## src/rtl/phy_tune_pkg.sv

```systemverilog
`timescale 1ns/1ps
package phy_tune_pkg;
  localparam int unsigned DATA_W     = 32;
  localparam int unsigned TADDR_W    = 8;
  localparam int unsigned TBITS      = 1 << TADDR_W;
  localparam int unsigned NUM_WORDS  = 4;
  localparam int unsigned WADDR_W    = $clog2(NUM_WORDS);

  localparam logic [WADDR_W-1:0] W_CTL = 2'd1;
  localparam int unsigned CTL_DATA_BIT = 7;
  localparam int unsigned CTL_ADDR_LSB = 8;

  // tuning field bit-addresses
  localparam int unsigned F_PLL_BW = 'h03;
  localparam int unsigned F_CAL    = 'h0c;
  localparam int unsigned F_AMP    = 'h20;
  localparam int unsigned F_SLEW   = 'h22;
  localparam int unsigned F_DISC   = 'h2a;
  localparam int unsigned F_SQ     = 'h3c;

  typedef struct packed {
    logic [TADDR_W-1:0] addr;
    logic               val;
  } tune_wr_t;
endpackage

```

## src/rtl/phy_tune_regs.sv

```systemverilog
`timescale 1ns/1ps
module phy_tune_regs
  import phy_tune_pkg::*;
#(
  parameter int unsigned NUM_PHYS = 3
) (
  input  logic                clk_i,
  input  logic                rst_ni,
  input  logic                wr_en_i,
  input  logic [WADDR_W-1:0]  word_addr_i,
  input  logic [DATA_W-1:0]   wdata_i,
  output logic [DATA_W-1:0]   rdata_o,
  output logic [NUM_PHYS-1:0] stb_rise_o,
  output tune_wr_t            tune_wr_o
);
  logic [DATA_W-1:0]   regs_q [NUM_WORDS];
  logic [NUM_PHYS-1:0] prev_stb_q;
  logic [NUM_PHYS-1:0] stb_now;

  always_ff @(posedge clk_i or negedge rst_ni) begin
    if (!rst_ni) begin
      for (int i = 0; i < NUM_WORDS; i++) regs_q[i] <= '0;
    end else if (wr_en_i) begin
      regs_q[word_addr_i] <= wdata_i;
    end
  end

  for (genvar n = 0; n < NUM_PHYS; n++) begin : g_stb
    assign stb_now[n] = regs_q[W_CTL][2*n];
  end

  always_ff @(posedge clk_i or negedge rst_ni) begin
    if (!rst_ni) prev_stb_q <= '0;
    else         prev_stb_q <= stb_now;
  end

  assign stb_rise_o     = stb_now & ~prev_stb_q;
  assign tune_wr_o.addr = regs_q[W_CTL][CTL_ADDR_LSB +: TADDR_W];
  assign tune_wr_o.val  = regs_q[W_CTL][CTL_DATA_BIT];
  assign rdata_o        = regs_q[word_addr_i];


  ctl_wr_chk: assert property (@(posedge clk_i) disable iff (!rst_ni)
    (wr_en_i && word_addr_i == W_CTL) |=> (regs_q[W_CTL] == $past(wdata_i)));

  for (genvar n = 0; n < NUM_PHYS; n++) begin : g_pulse_chk

    single_pulse_chk: assert property (@(posedge clk_i) disable iff (!rst_ni)
      stb_rise_o[n] |=> !stb_rise_o[n]);
  end
endmodule

```

## src/rtl/phy_tune_array.sv

```systemverilog
`timescale 1ns/1ps
module phy_tune_array
  import phy_tune_pkg::*;
(
  input  logic             clk_i,
  input  logic             rst_ni,
  input  logic             stb_i,
  input  tune_wr_t         wr_i,
  output logic [TBITS-1:0] bits_o
);
  logic [TBITS-1:0] bits_q;

  always_ff @(posedge clk_i or negedge rst_ni) begin
    if (!rst_ni)    bits_q <= '0;
    else if (stb_i) bits_q[wr_i.addr] <= wr_i.val;
  end

  assign bits_o = bits_q;


  latch_chk: assert property (@(posedge clk_i) disable iff (!rst_ni)
    stb_i |=> (bits_q[$past(wr_i.addr)] == $past(wr_i.val)));


  hold_chk: assert property (@(posedge clk_i) disable iff (!rst_ni)
    !stb_i |=> $stable(bits_q));
endmodule

```

## src/rtl/phy_tune_bank.sv

```systemverilog
`timescale 1ns/1ps
module phy_tune_bank
  import phy_tune_pkg::*;
#(
  parameter int unsigned NUM_PHYS = 3
) (
  input  logic                      clk_i,
  input  logic                      rst_ni,
  input  logic                      wr_en_i,
  input  logic [1:0]                word_addr_i,
  input  logic [31:0]               wdata_i,
  output logic [31:0]               rdata_o,
  output logic [NUM_PHYS*256-1:0]   tune_bits_o,
  output logic [2*NUM_PHYS-1:0]     tx_amp_o,
  output logic [3*NUM_PHYS-1:0]     tx_slew_o,
  output logic [2*NUM_PHYS-1:0]     disc_th_o,
  output logic [NUM_PHYS-1:0]       squelch_en_o,
  output logic                      res_cal_en_o,
  output logic [1:0]                pll_bw_o
);
  logic [NUM_PHYS-1:0] stb_rise;
  tune_wr_t            tune_wr;

  phy_tune_regs #(.NUM_PHYS(NUM_PHYS)) u_regs (
    .clk_i       (clk_i),
    .rst_ni      (rst_ni),
    .wr_en_i     (wr_en_i),
    .word_addr_i (word_addr_i),
    .wdata_i     (wdata_i),
    .rdata_o     (rdata_o),
    .stb_rise_o  (stb_rise),
    .tune_wr_o   (tune_wr)
  );

  for (genvar n = 0; n < NUM_PHYS; n++) begin : g_phy
    localparam int unsigned B = n * TBITS;
    phy_tune_array u_arr (
      .clk_i  (clk_i),
      .rst_ni (rst_ni),
      .stb_i  (stb_rise[n]),
      .wr_i   (tune_wr),
      .bits_o (tune_bits_o[B +: TBITS])
    );
    assign tx_amp_o[2*n +: 2]  = tune_bits_o[B + F_AMP  +: 2];
    assign tx_slew_o[3*n +: 3] = tune_bits_o[B + F_SLEW +: 3];
    assign disc_th_o[2*n +: 2] = tune_bits_o[B + F_DISC +: 2];
    assign squelch_en_o[n]     = (tune_bits_o[B + F_SQ +: 2] == 2'b00);
  end

  // common controls live in PHY 0 only
  assign res_cal_en_o = tune_bits_o[F_CAL];
  assign pll_bw_o     = tune_bits_o[F_PLL_BW +: 2];


  common_hold_chk: assert property (@(posedge clk_i) disable iff (!rst_ni)
    !stb_rise[0] |=> ($stable(res_cal_en_o) && $stable(pll_bw_o)));


  reset_chk: assert property (@(posedge clk_i)
    !rst_ni |=> (stb_rise == '0));
endmodule

```

## config.mk

```make
export PLATFORM = sky130hd
export DESIGN_NAME = phy_tune_bank
export DESIGN_NICKNAME = d
export VERILOG_FILES = /design/src/rtl/phy_tune_pkg.sv /design/src/rtl/phy_tune_regs.sv /design/src/rtl/phy_tune_array.sv /design/src/rtl/phy_tune_bank.sv
export SDC_FILE = /design/constraint.sdc
export NUM_CORES = 1
export LEC_CHECK = 0
export BUFFER_PORTS_ARGS = -buffer_cell sky130_fd_sc_hd__buf_2
export CAP_MARGIN = 40
export CORE_UTILIZATION = 35
export CTS_CLUSTER_DIAMETER = 80
export DETAILED_ROUTE_END_ITERATION = 6
export PLACE_DENSITY = 0.6
export SETUP_SLACK_MARGIN = 0.15
export SYNTH_ARGS = -nofsm -noshare
export SYNTH_HDL_FRONTEND = slang
export SYNTH_HIERARCHICAL = 1
export SYNTH_SLANG_ARGS = --single-unit
```

## constraint.sdc

```tcl
create_clock -name clk_i -period 2.5 [get_ports clk_i]
set_input_delay 0.125 -clock clk_i [delete_from_list [all_inputs] [get_ports clk_i]]
set_output_delay 0.125 -clock clk_i [all_outputs]
set_load 0.01 [all_outputs]
```

==> metrics.yaml, run 1 <==
start_util_pct: 35.5
cts_buffers: 100
syn_to_final_growth_pct: 24.4
syn-num-nets: 3179
dpl.cell_count: 5305
leakagePower_uw: 0.0253
cp_max_fo: 39
grt_util_all_layers_pct: 21.8
die-area_um2: 120000
dpl_cell_area_um2: 47800
cts.htree.levels: 3
setup_viol: 0
status: "complete, no violations"
grt_max_degree: 144
rsz0062_at_grt: "no"
tns_ps: 0
grt_pass1_wl_um: 200000
r2r-end: "g_phy[2].u_arr/bits_o[35]"
dr.first_iter.drc_count: 1752
ioPinCount: 864
peakVddDrop_uv: 569
final_nets: 3959
antenna_found_initial: 0
layout_min_cycle_time_ps: 2270
final_util_pct: 44.2
r2r_setup_slack_ps: 230
port_buffers: 863
grt_pass1_vias: 29500
synth-seq-area-share_pct: 54.2
skew_ps: 48.7
synthArstFlopShare_pct: 100
slew_headroom_pct: 37.4
cts_tree: "done"
fmax_mhz: 440
cpPeakStageDelay_ps: 540
fin_cells: 5522
ys_types: 39
clock_latency_ps: 700
synth_edf_count: 0
cts_sinks: 899
hp-class: "primary input to async pin"
viasPerCell: 5.28
reg2regPathDepth: 6
ys.flop_type: "dfrtp_1"
worstMarginPinSlew_ps: 939
cpMostUsedCell: "buf_4"
r2r-start: "u_regs/tune_wr_o[7]"
vias: 29100
cts_buffer_depth: 3
fill_cells: 10900
die_height_um: 346
final_antenna_net_count: 0
drt-total-wl_um: 133000
syn-mean-instance-area_um2: 13.2
coreArea_um2: 117000
drive_above_1_share_pct: 57.9
rows: 125
gp_congestion: 0.814
drc: 0
netlist_area_um2: 41500
crit_type: "flop to flop"
fin_crit_sh_pct: 90.9
crit_family: "simple AND/OR/NAND/NOR gates"
cp_num_buf_inv: 3
cp-start-kind: "flop"
worstPathRequired_ps: 3070
synth_cells: 3142
power.density_nw_per_um2: 794
final_common_cell: "dfrtp_1"
critPathCaptureType: "flop"
dp_hpwl_um: 88700
drt-pass1-iter-count: 5
gr-total-overflow: 0
final_hold_viol_count: 0
crit_path_top_delay_cell: "nor4b_2"
final_cell_mix: "dfrtp_1 (894), buf_2 (861), mux2_2 (851), nor3_1 (354), nand3_1 (169)"
power_uw: 41000
die_w_um: 346
detail_route.wl_per_cell_um: 24.1
maxSlewViolCount: 0
cts_root_buf: "clkbuf_16"
path_cells: "buf_4, buf_12, buf_4, nor4b_2, nand3_1, mux2_2"
ys_ff_latch: 899
yosysWarnings: 6
arrival_ps: 2840
fin_area_um2: 51600
clk_pin_slew_worst_paths_ps: 60
drv_cap: 0
flip-flops by register name, summed over array words and instances (netlist names):
signal,cells
u_regs/tune_wr_o,9
u_regs/prev_stb_q,3
u_regs/regs_q,119
g_phy.u_arr/bits_o,768
worst max-delay path by stage:
stage                         from                    endpoint  slack (ps)  cells past startpoint
6_report       u_regs/tune_wr_o[7]   g_phy[2].u_arr/bits_o[35]         230                      6
5_1_grt        u_regs/tune_wr_o[7]  g_phy[2].u_arr/bits_o[235]         180                      7
4_1_cts        u_regs/tune_wr_o[7]  g_phy[2].u_arr/bits_o[214]         190                      6
3_5_place_dp   u_regs/tune_wr_o[7]  g_phy[2].u_arr/bits_o[219]         290                      5
3_3_place_gp   u_regs/tune_wr_o[1]   g_phy[1].u_arr/bits_o[92]         330                      5
2_1_floorplan  u_regs/tune_wr_o[5]   g_phy[0].u_arr/bits_o[40]         560                      6
routing by layer:
layer  part of all wire, %  wire length (um)  global-route usage (%)  vias up
li1                      -                 -                       -    13000
met1                    42             55800                    28.0    15100
met2                    48             63900                    35.4      861
met3                   6.2              8200                    4.81      215
met4                   4.0              5290                    9.10        0
met5                     0                 0                       0        -
power breakdown:
group,switching (uW),internal (uW),total (uW),leakage (uW)
clock,6220,9000,15200,0.00168
combinational,5680,3230,8910,0.0114
sequential,877,16000,16800,0.0122
total,12800,28200,41000,0.0253
repair_timing:
action | 4_1_cts | 5_1_grt
endpoints found under the hold margin | 552 | 0
buffers inserted | 4 | 1
cloned | 1 | 0
hold buffers | 34 | 0
gates resized for setup | 3 | 1
setup endpoints to repair | 2 | 18
cells by family after synthesis:
kind of cell / count (synthesis) / synth area share (%)
simple gates: 922 / 14.9
flops: 899 / 54.2
mux: 928 / 26.1
buf+inv: 393 / 4.81
per-stage QoR:
step	hold slack, ps	setup WS [ps]
4_1_cts	41.4	188
3_3_place_gp	218	331
2_1_floorplan	-171	561
3_5_place_dp	217	293
6_report	83.0	229
5_1_grt	72.9	175
worst reg2reg max path: stages, from the launching register on:
cell and delay, ps:
dfrtp_4 490, buf_4 150, buf_12 170, buf_4 220, nor4b_2 540, nand3_1 250, mux2_2 320
cell usage after synthesis, types with 21 or more instances:
library cell,instances,area [um^2]
mux2_2,851,9580
clkbuf_1,176,661
nand3_1,172,861
dfrtp_1,899,22500
mux4_2,32,721
nor3_2,150,1500
buf_2,127,636
buf_4,51,383
buf_6,21,236
mux2_1,45,507
nor4_1,92,576
nor3_1,354,1770
final cells by class:
| type | count | area, um^2 | share of cell area (%) |
|---|---|---|---|
| multi-input cells | 1850 | 17100 | 33.0 |
| diodes | 2 | 5.00 | 0.00970 |
| clock buffers | 151 | 3040 | 5.88 |
| well taps | 1524 | 1910 | 3.69 |
| repair buffers | 1071 | 6710 | 13.0 |
| clock inverters | 25 | 384 | 0.744 |
| flip-flops and latches | 899 | 22500 | 43.6 |
Note: power is estimated with default switching activity, not from simulation.
==> run 2: changes to the inputs <==
--- a/config.mk
+++ b/config.mk
@@ -10,7 +10,7 @@
 export CORE_UTILIZATION = 35
 export CTS_CLUSTER_DIAMETER = 80
 export DETAILED_ROUTE_END_ITERATION = 6
-export PLACE_DENSITY = 0.6
+export PLACE_DENSITY = 0.62
 export SETUP_SLACK_MARGIN = 0.15
 export SYNTH_ARGS = -nofsm -noshare
 export SYNTH_HDL_FRONTEND = slang
==> constraint.sdc (replaced) <==
create_clock -name clk_i -period 1.9 [get_ports clk_i]
set_input_delay 0.095 -clock clk_i [delete_from_list [all_inputs] [get_ports clk_i]]
set_output_delay 0.095 -clock clk_i [all_outputs]
set_load 0.01 [all_outputs]
==> metrics.yaml, run 2 (same netlist as run 1, synthesis figures left out) <==
grt_pass1_vias: 31100
cp_max_fo: 14
fmax_mhz: 452
final_nets: 4214
viasPerCell: 5.30
cts_root_buf: "clkbuf_16"
ioPinCount: 864
final_antenna_net_count: 0
grt_util_all_layers_pct: 22.6
largest_reg_flops: 768
worstPathRequired_ps: 2440
peakVddDrop_uv: 785
antenna_found_initial: 3
syn_to_final_growth_pct: 40.0
critPathCaptureType: "flop"
clock_latency_ps: 670
drc: 0
violations: "negative setup slack"
start_util_pct: 35.5
die-area_um2: 120000
cts_tree: "done"
cts_buffer_depth: 3
maxSlewViolCount: 0
port_buffers: 863
cts_buffers: 99
final_cell_mix: "dfrtp_1 (891), buf_2 (857), mux2_2 (659), buf_4 (219), nor3_1 (211)"
grt_max_degree: 81
gp_congestion: 0.806
worstMarginPinSlew_ps: 570
final_hold_viol_count: 0
fill_cells: 10100
die_w_um: 346
place_ws_ps: -507
vias: 30600
dr.first_iter.drc_count: 1550
fin_cells: 5781
clk_pin_slew_worst_paths_ps: 60
dpl.cell_count: 5488
status: "finished with violations"
p_clk_share_pct: 34.2
cp-start-kind: "flop"
arrival_ps: 2750
whs_endpoint: "u_regs/regs_q[90]"
final_common_cell: "dfrtp_1"
leakagePower_uw: 0.0292
hold_ws_ps: 77.3
rows: 125
cts.htree.levels: 3
hold_depth: 3
coreArea_um2: 117000
multi_input_area_um2: 20300
layout_setup_ws_ps: -312
drive_above_1_share_pct: 65.3
fin_area_um2: 58100
setup_viol: 655
switching_share_pct: 32.0
reg2regPathDepth: 7
drt-pass1-iter-count: 5
dpl_cell_area_um2: 51400
skew_ps: 25.9
cts_sinks: 899
gr-total-overflow: 0
tns_ps: -77070
drv_cap: 0
rsz0062_at_grt: "yes"
layout_min_cycle_time_ps: 2210
r2r-start: "u_regs/tune_wr_o[5]"
hp-start: "word_addr_i[0]"
fin_crit_sh_pct: 116
register_area_um2: 22500
die_height_um: 346
switching_power_uw: 18300
power.density_nw_per_um2: 983
detail_route.wl_per_cell_um: 24.2
slew_headroom_pct: 62.0
power_frac_comb_pct: 27.0
dp_hpwl_um: 95300
r2r-end: "g_phy[0].u_arr/bits_o[139]"
hp-class: "primary input to flop"
seq_power_share_pct: 38.7
grt_pass1_wl_um: 208000
drt-total-wl_um: 140000
internal-power_uw: 38800
r2r_setup_slack_ps: -310
crit_type: "flop to flop"
==> run 2: cell types whose count changed in the layout (fill, tap and decap cells not counted), moves of 20 or more <==
cell | previous run | this run
buf_4 | 117 | 219
mux2_4 | 0 | 204
buf_6 | 0 | 50
nor4_4 | 0 | 20
nor3_1 | 354 | 211
nor3_4 | 0 | 153
mux2_2 | 851 | 659
buf_12 | 56 | 139
nor4_1 | 92 | 56
==> run 2: worst max-delay path by stage <==
| stage | cells past startpoint | start | end |
|---|---|---|---|
| 2_1_floorplan | 6 | u_regs/tune_wr_o[7] | g_phy[0].u_arr/bits_o[40] |
| 3_3_place_gp | 7 | u_regs/tune_wr_o[7] | g_phy[0].u_arr/bits_o[231] |
| 3_5_place_dp | 7 | u_regs/tune_wr_o[7] | g_phy[0].u_arr/bits_o[231] |
| 4_1_cts | 5 | u_regs/tune_wr_o[7] | g_phy[0].u_arr/bits_o[47] |
| 5_1_grt | 8 | u_regs/tune_wr_o[8] | g_phy[0].u_arr/bits_o[231] |
| 6_report | 7 | u_regs/tune_wr_o[5] | g_phy[0].u_arr/bits_o[139] |
==> run 2: timing repair <==
item                       CTS  global route
cloned                       8             9
hold endpoints to repair   996             0
setup endpoints to repair  799           800
setup buffers               47            13
resized for setup          245           199
pin swaps                   23            14
hold buffers                35             0
==> run 2: cell type report <==
| cell class | instances | share of cell area, % |
|---|---|---|
| multi-input combinational | 1854 | 34.9 |
| timing repair buffer | 1323 | 17.4 |
| clock buffer | 149 | 5.03 |
| clock inverter | 30 | 0.618 |
| sequential | 899 | 38.8 |
| tap | 1524 | 3.28 |
| antenna | 2 | 0.00862 |
==> run 2: per-stage QoR <==
step / utilization (%) / power (uW)
after floorplan: - / 29400
after global placement: 44.0 / 36000
after detailed placement: 44.0 / 36100
after CTS: 48.6 / 57000
after global routing: 49.7 / 59300
final: 49.7 / 57100
==> run 2: critical path, cell delays in order, from the launching register on <==
cell and delay (ps):
dfrtp_4 490, buf_6 140, buf_12 140, or4b_4 570, buf_12 160, buf_12 130
nor3_4 120, mux2_4 310
==> run 2: power groups by stage <==
| stage | logic [uW] | clock network, uW | registers (uW) |
|---|---|---|---|
| finish | 15400 | 19500 | 22100 |
| global route | 16300 | 20700 | 22300 |
| CTS | 14900 | 20000 | 22100 |
| detailed placement | 13700 | 0 | 22400 |
| global placement | 13600 | 0 | 22400 |
| floorplan | 6610 | 0 | 22700 |
==> run 2: metal layers <==
| layer | vias up | wire length [um] | track usage [%] |
|---|---|---|---|
| li1 | 13500 | - | - |
| met1 | 15900 | 57700 | 28.6 |
| met2 | 903 | 67800 | 37.1 |
| met3 | 237 | 8410 | 5.35 |
| met4 | 0 | 5720 | 8.78 |
| met5 | - | 0 | 0 |
==> run 3: changes to the inputs <==
--- a/config.mk
+++ b/config.mk
@@ -7,12 +7,12 @@
 export LEC_CHECK = 0
 export BUFFER_PORTS_ARGS = -buffer_cell sky130_fd_sc_hd__buf_2
 export CAP_MARGIN = 40
+export CORE_MARGIN = 1.5
 export CORE_UTILIZATION = 35
 export CTS_CLUSTER_DIAMETER = 80
 export DETAILED_ROUTE_END_ITERATION = 6
-export PLACE_DENSITY = 0.62
+export PLACE_DENSITY = 0.63
 export SETUP_SLACK_MARGIN = 0.15
 export SYNTH_ARGS = -nofsm -noshare
 export SYNTH_HDL_FRONTEND = slang
-export SYNTH_HIERARCHICAL = 1
 export SYNTH_SLANG_ARGS = --single-unit
==> metrics.yaml, run 3 <==
status: "finished with violations"
violations: "negative setup slack"
ys.flop_type: "dfrtp_1"
cts_buffer_depth: 3
coreArea_um2: 112000
port_buffers: 863
synth_xor_area_share_pct: 0
grt_max_degree: 172
peakVddDrop_uv: 806
grt_pass1_wl_um: 210000
detail_route.wl_per_cell_um: 25.9
cp_num_buf_inv: 6
fmax_mhz: 485
final_cell_mix: "dfrtp_1 (888), buf_2 (850), mux2_2 (744), nand3_1 (414), buf_4 (185)"
leakagePower_uw: 0.0285
die_w_um: 340
viasPerCell: 5.37
drive_above_1_share_pct: 62.7
synth.most_common_cell: "dfrtp_1"
tns_ps: -34210
crit_family: "buffers and inverters"
die_height_um: 340
antenna-diode-count: 0
switching_power_uw: 17700
synth_edf_count: 0
netlist_area_um2: 39700
largest_reg_flops: 768
arrival_ps: 2620
multi_input_area_um2: 17700
die-area_um2: 116000
ys_types: 34
drt-total-wl_um: 148000
path_cells: "buf_6, buf_12, nor4bb_4, buf_12, buf_12, buf_12, buf_12, nand3_1, mux2_2"
grt_util_all_layers_pct: 24.1
fin_crit_sh_pct: 109
cpPeakStageDelay_ps: 400
rows: 123
cp-start-kind: "flop"
layout_min_cycle_time_ps: 2060
synth-seq-area-share_pct: 56.6
reg2regPathDepth: 9
internal-power_uw: 39300
synth_simple_gate_area_share_pct: 11.7
drc: 0
gp_congestion: 0.822
crit_type: "flop to flop"
register_area_um2: 22500
antenna_found_initial: 1
dr.first_iter.drc_count: 1849
seq_power_share_pct: 38.6
power_uw: 57000
gr-total-overflow: 0
syn_to_final_growth_pct: 44.9
p_clk_share_pct: 34.4
clock_latency_ps: 690
worstPathRequired_ps: 2460
r2r-start: "u_regs.tune_wr_o[3]"
synthTopCellsByCount: "dfrtp_1 (899), mux2_2 (818), nand3_1 (547)"
clk_pin_slew_worst_paths_ps: 60
hp-class: "primary input to async pin"
final_nets: 4194
cp_max_fo: 8
cpMostUsedCell: "buf_12"
start_util_pct: 35.3
r2r_setup_slack_ps: -160
cts_tree: "done"
maxSlewViolCount: 0
layout_setup_ws_ps: -162
drv_cap: 0
grt_pass1_vias: 30700
synth_top_area_share_pct: 56.6
final_common_cell: "dfrtp_1"
syn-mean-instance-area_um2: 13.0
synth-compound-area-share_pct: 0
worstMarginPinSlew_ps: 809
fill_cells: 9578
crit_path_top_delay_cell: "nor4bb_4"
final_antenna_net_count: 0
switching_share_pct: 31.0
vias: 30800
synth_area_leader_cell: "dfrtp_1"
synthTopCellsByArea: "dfrtp_1 (57%), mux2_2 (23%), nand3_1 (6.9%)"
power_frac_comb_pct: 27.0
drt-pass1-iter-count: 5
dp_hpwl_um: 89400
muxShareOfSynthArea_pct: 27.2
cts_sinks: 899
hold_ws_ps: 66.2
ys_ff_latch: 899
rsz0062_at_grt: "yes"
cts_root_buf: "clkbuf_16"
synthAdderAreaFrac_pct: 0
cts_buffers: 97
synth_cells: 3060
r2r-end: "g_phy[0].u_arr.bits_o[58]"
synth_top_family_by_area: "multiplexers"
setup_viol: 566
power.density_nw_per_um2: 989
cts.htree.levels: 3
final_hold_viol_count: 0
ioPinCount: 864
slew_headroom_pct: 45.9
synthArstFlopShare_pct: 100
syn-num-nets: 3097
skew_ps: 37.7
yosysWarnings: 0
critPathCaptureType: "flop"
==> run 3: cell type report <==
class / count / area share [%]
flip-flops and latches: 899 / 39.1
well taps: 1500 / 3.26
repair buffers: 1386 / 21.2
clock buffers: 140 / 4.88
multi-input cells: 1773 / 30.7
clock inverters: 35 / 0.852
==> run 3: power groups by stage <==
stage | Combinational, uW | Sequential [uW] | Clock [uW]
2_1_floorplan | 5180 | 22700 | 0
3_3_place_gp | 11800 | 22200 | 0
3_5_place_dp | 11900 | 22300 | 0
4_1_cts | 14500 | 22000 | 19900
5_1_grt | 16100 | 22200 | 20700
6_report | 15400 | 22000 | 19600
==> run 3: what timing repair did <==
item,in CTS,in global routing
setup endpoints to repair,721,800
cloned,51,21
hold buffers,34,0
resized for setup,306,207
pin swaps,48,42
setup buffers,113,19
endpoints found under the hold margin,1027,0
==> run 3: cells by family after synthesis <==
family / Yosys count
multiplexers: 928
flip-flops: 899
AND/OR/NAND/NOR: 842
buffers and inverters: 391
==> run 3: how the worst max path moves through the flow <==
stage,start,cells after the start,slack [ps],end
2_1_floorplan,u_regs.tune_wr_o[8],5,50,g_phy[0].u_arr.bits_o[45]
3_3_place_gp,u_regs.tune_wr_o[6],5,-100,g_phy[0].u_arr.bits_o[33]
3_5_place_dp,u_regs.tune_wr_o[6],5,-160,g_phy[0].u_arr.bits_o[35]
4_1_cts,u_regs.tune_wr_o[8],3,-150,rdata_o[15]
5_1_grt,u_regs.tune_wr_o[3],9,-240,g_phy[0].u_arr.bits_o[56]
6_report,u_regs.tune_wr_o[3],9,-160,g_phy[0].u_arr.bits_o[58]
==> run 3: layer usage <==
layer | vias to the layer above | share of wire [%] | track usage, % | wire (um)
met5 | - | 0.0094 | 0 | 14
met4 | 2 | 4.4 | 10.1 | 6490
met2 | 1247 | 48 | 39.3 | 71300
met3 | 299 | 7.2 | 5.46 | 10700
li1 | 13300 | - | - | -
met1 | 16000 | 40 | 30.7 | 59700
==> run 3: tightest hold or removal path, stage by stage <==
cell           delay [ps]
dlygate4sd3_1         580
buf_8                 190
buf_12                220
==> run 3: metrics by stage <==
step                cell area (um^2)  std cells  utilization, %  worst slack [ps]
CTS                            55700       5693            49.5              -153
detailed placement             48300       5320            42.9              -158
global placement               48300       5319            42.9             -99.9
global route                   57600       5733            51.2              -243
floorplan                      40100       3060               -              47.8
finish                         57600       5733            51.2              -162
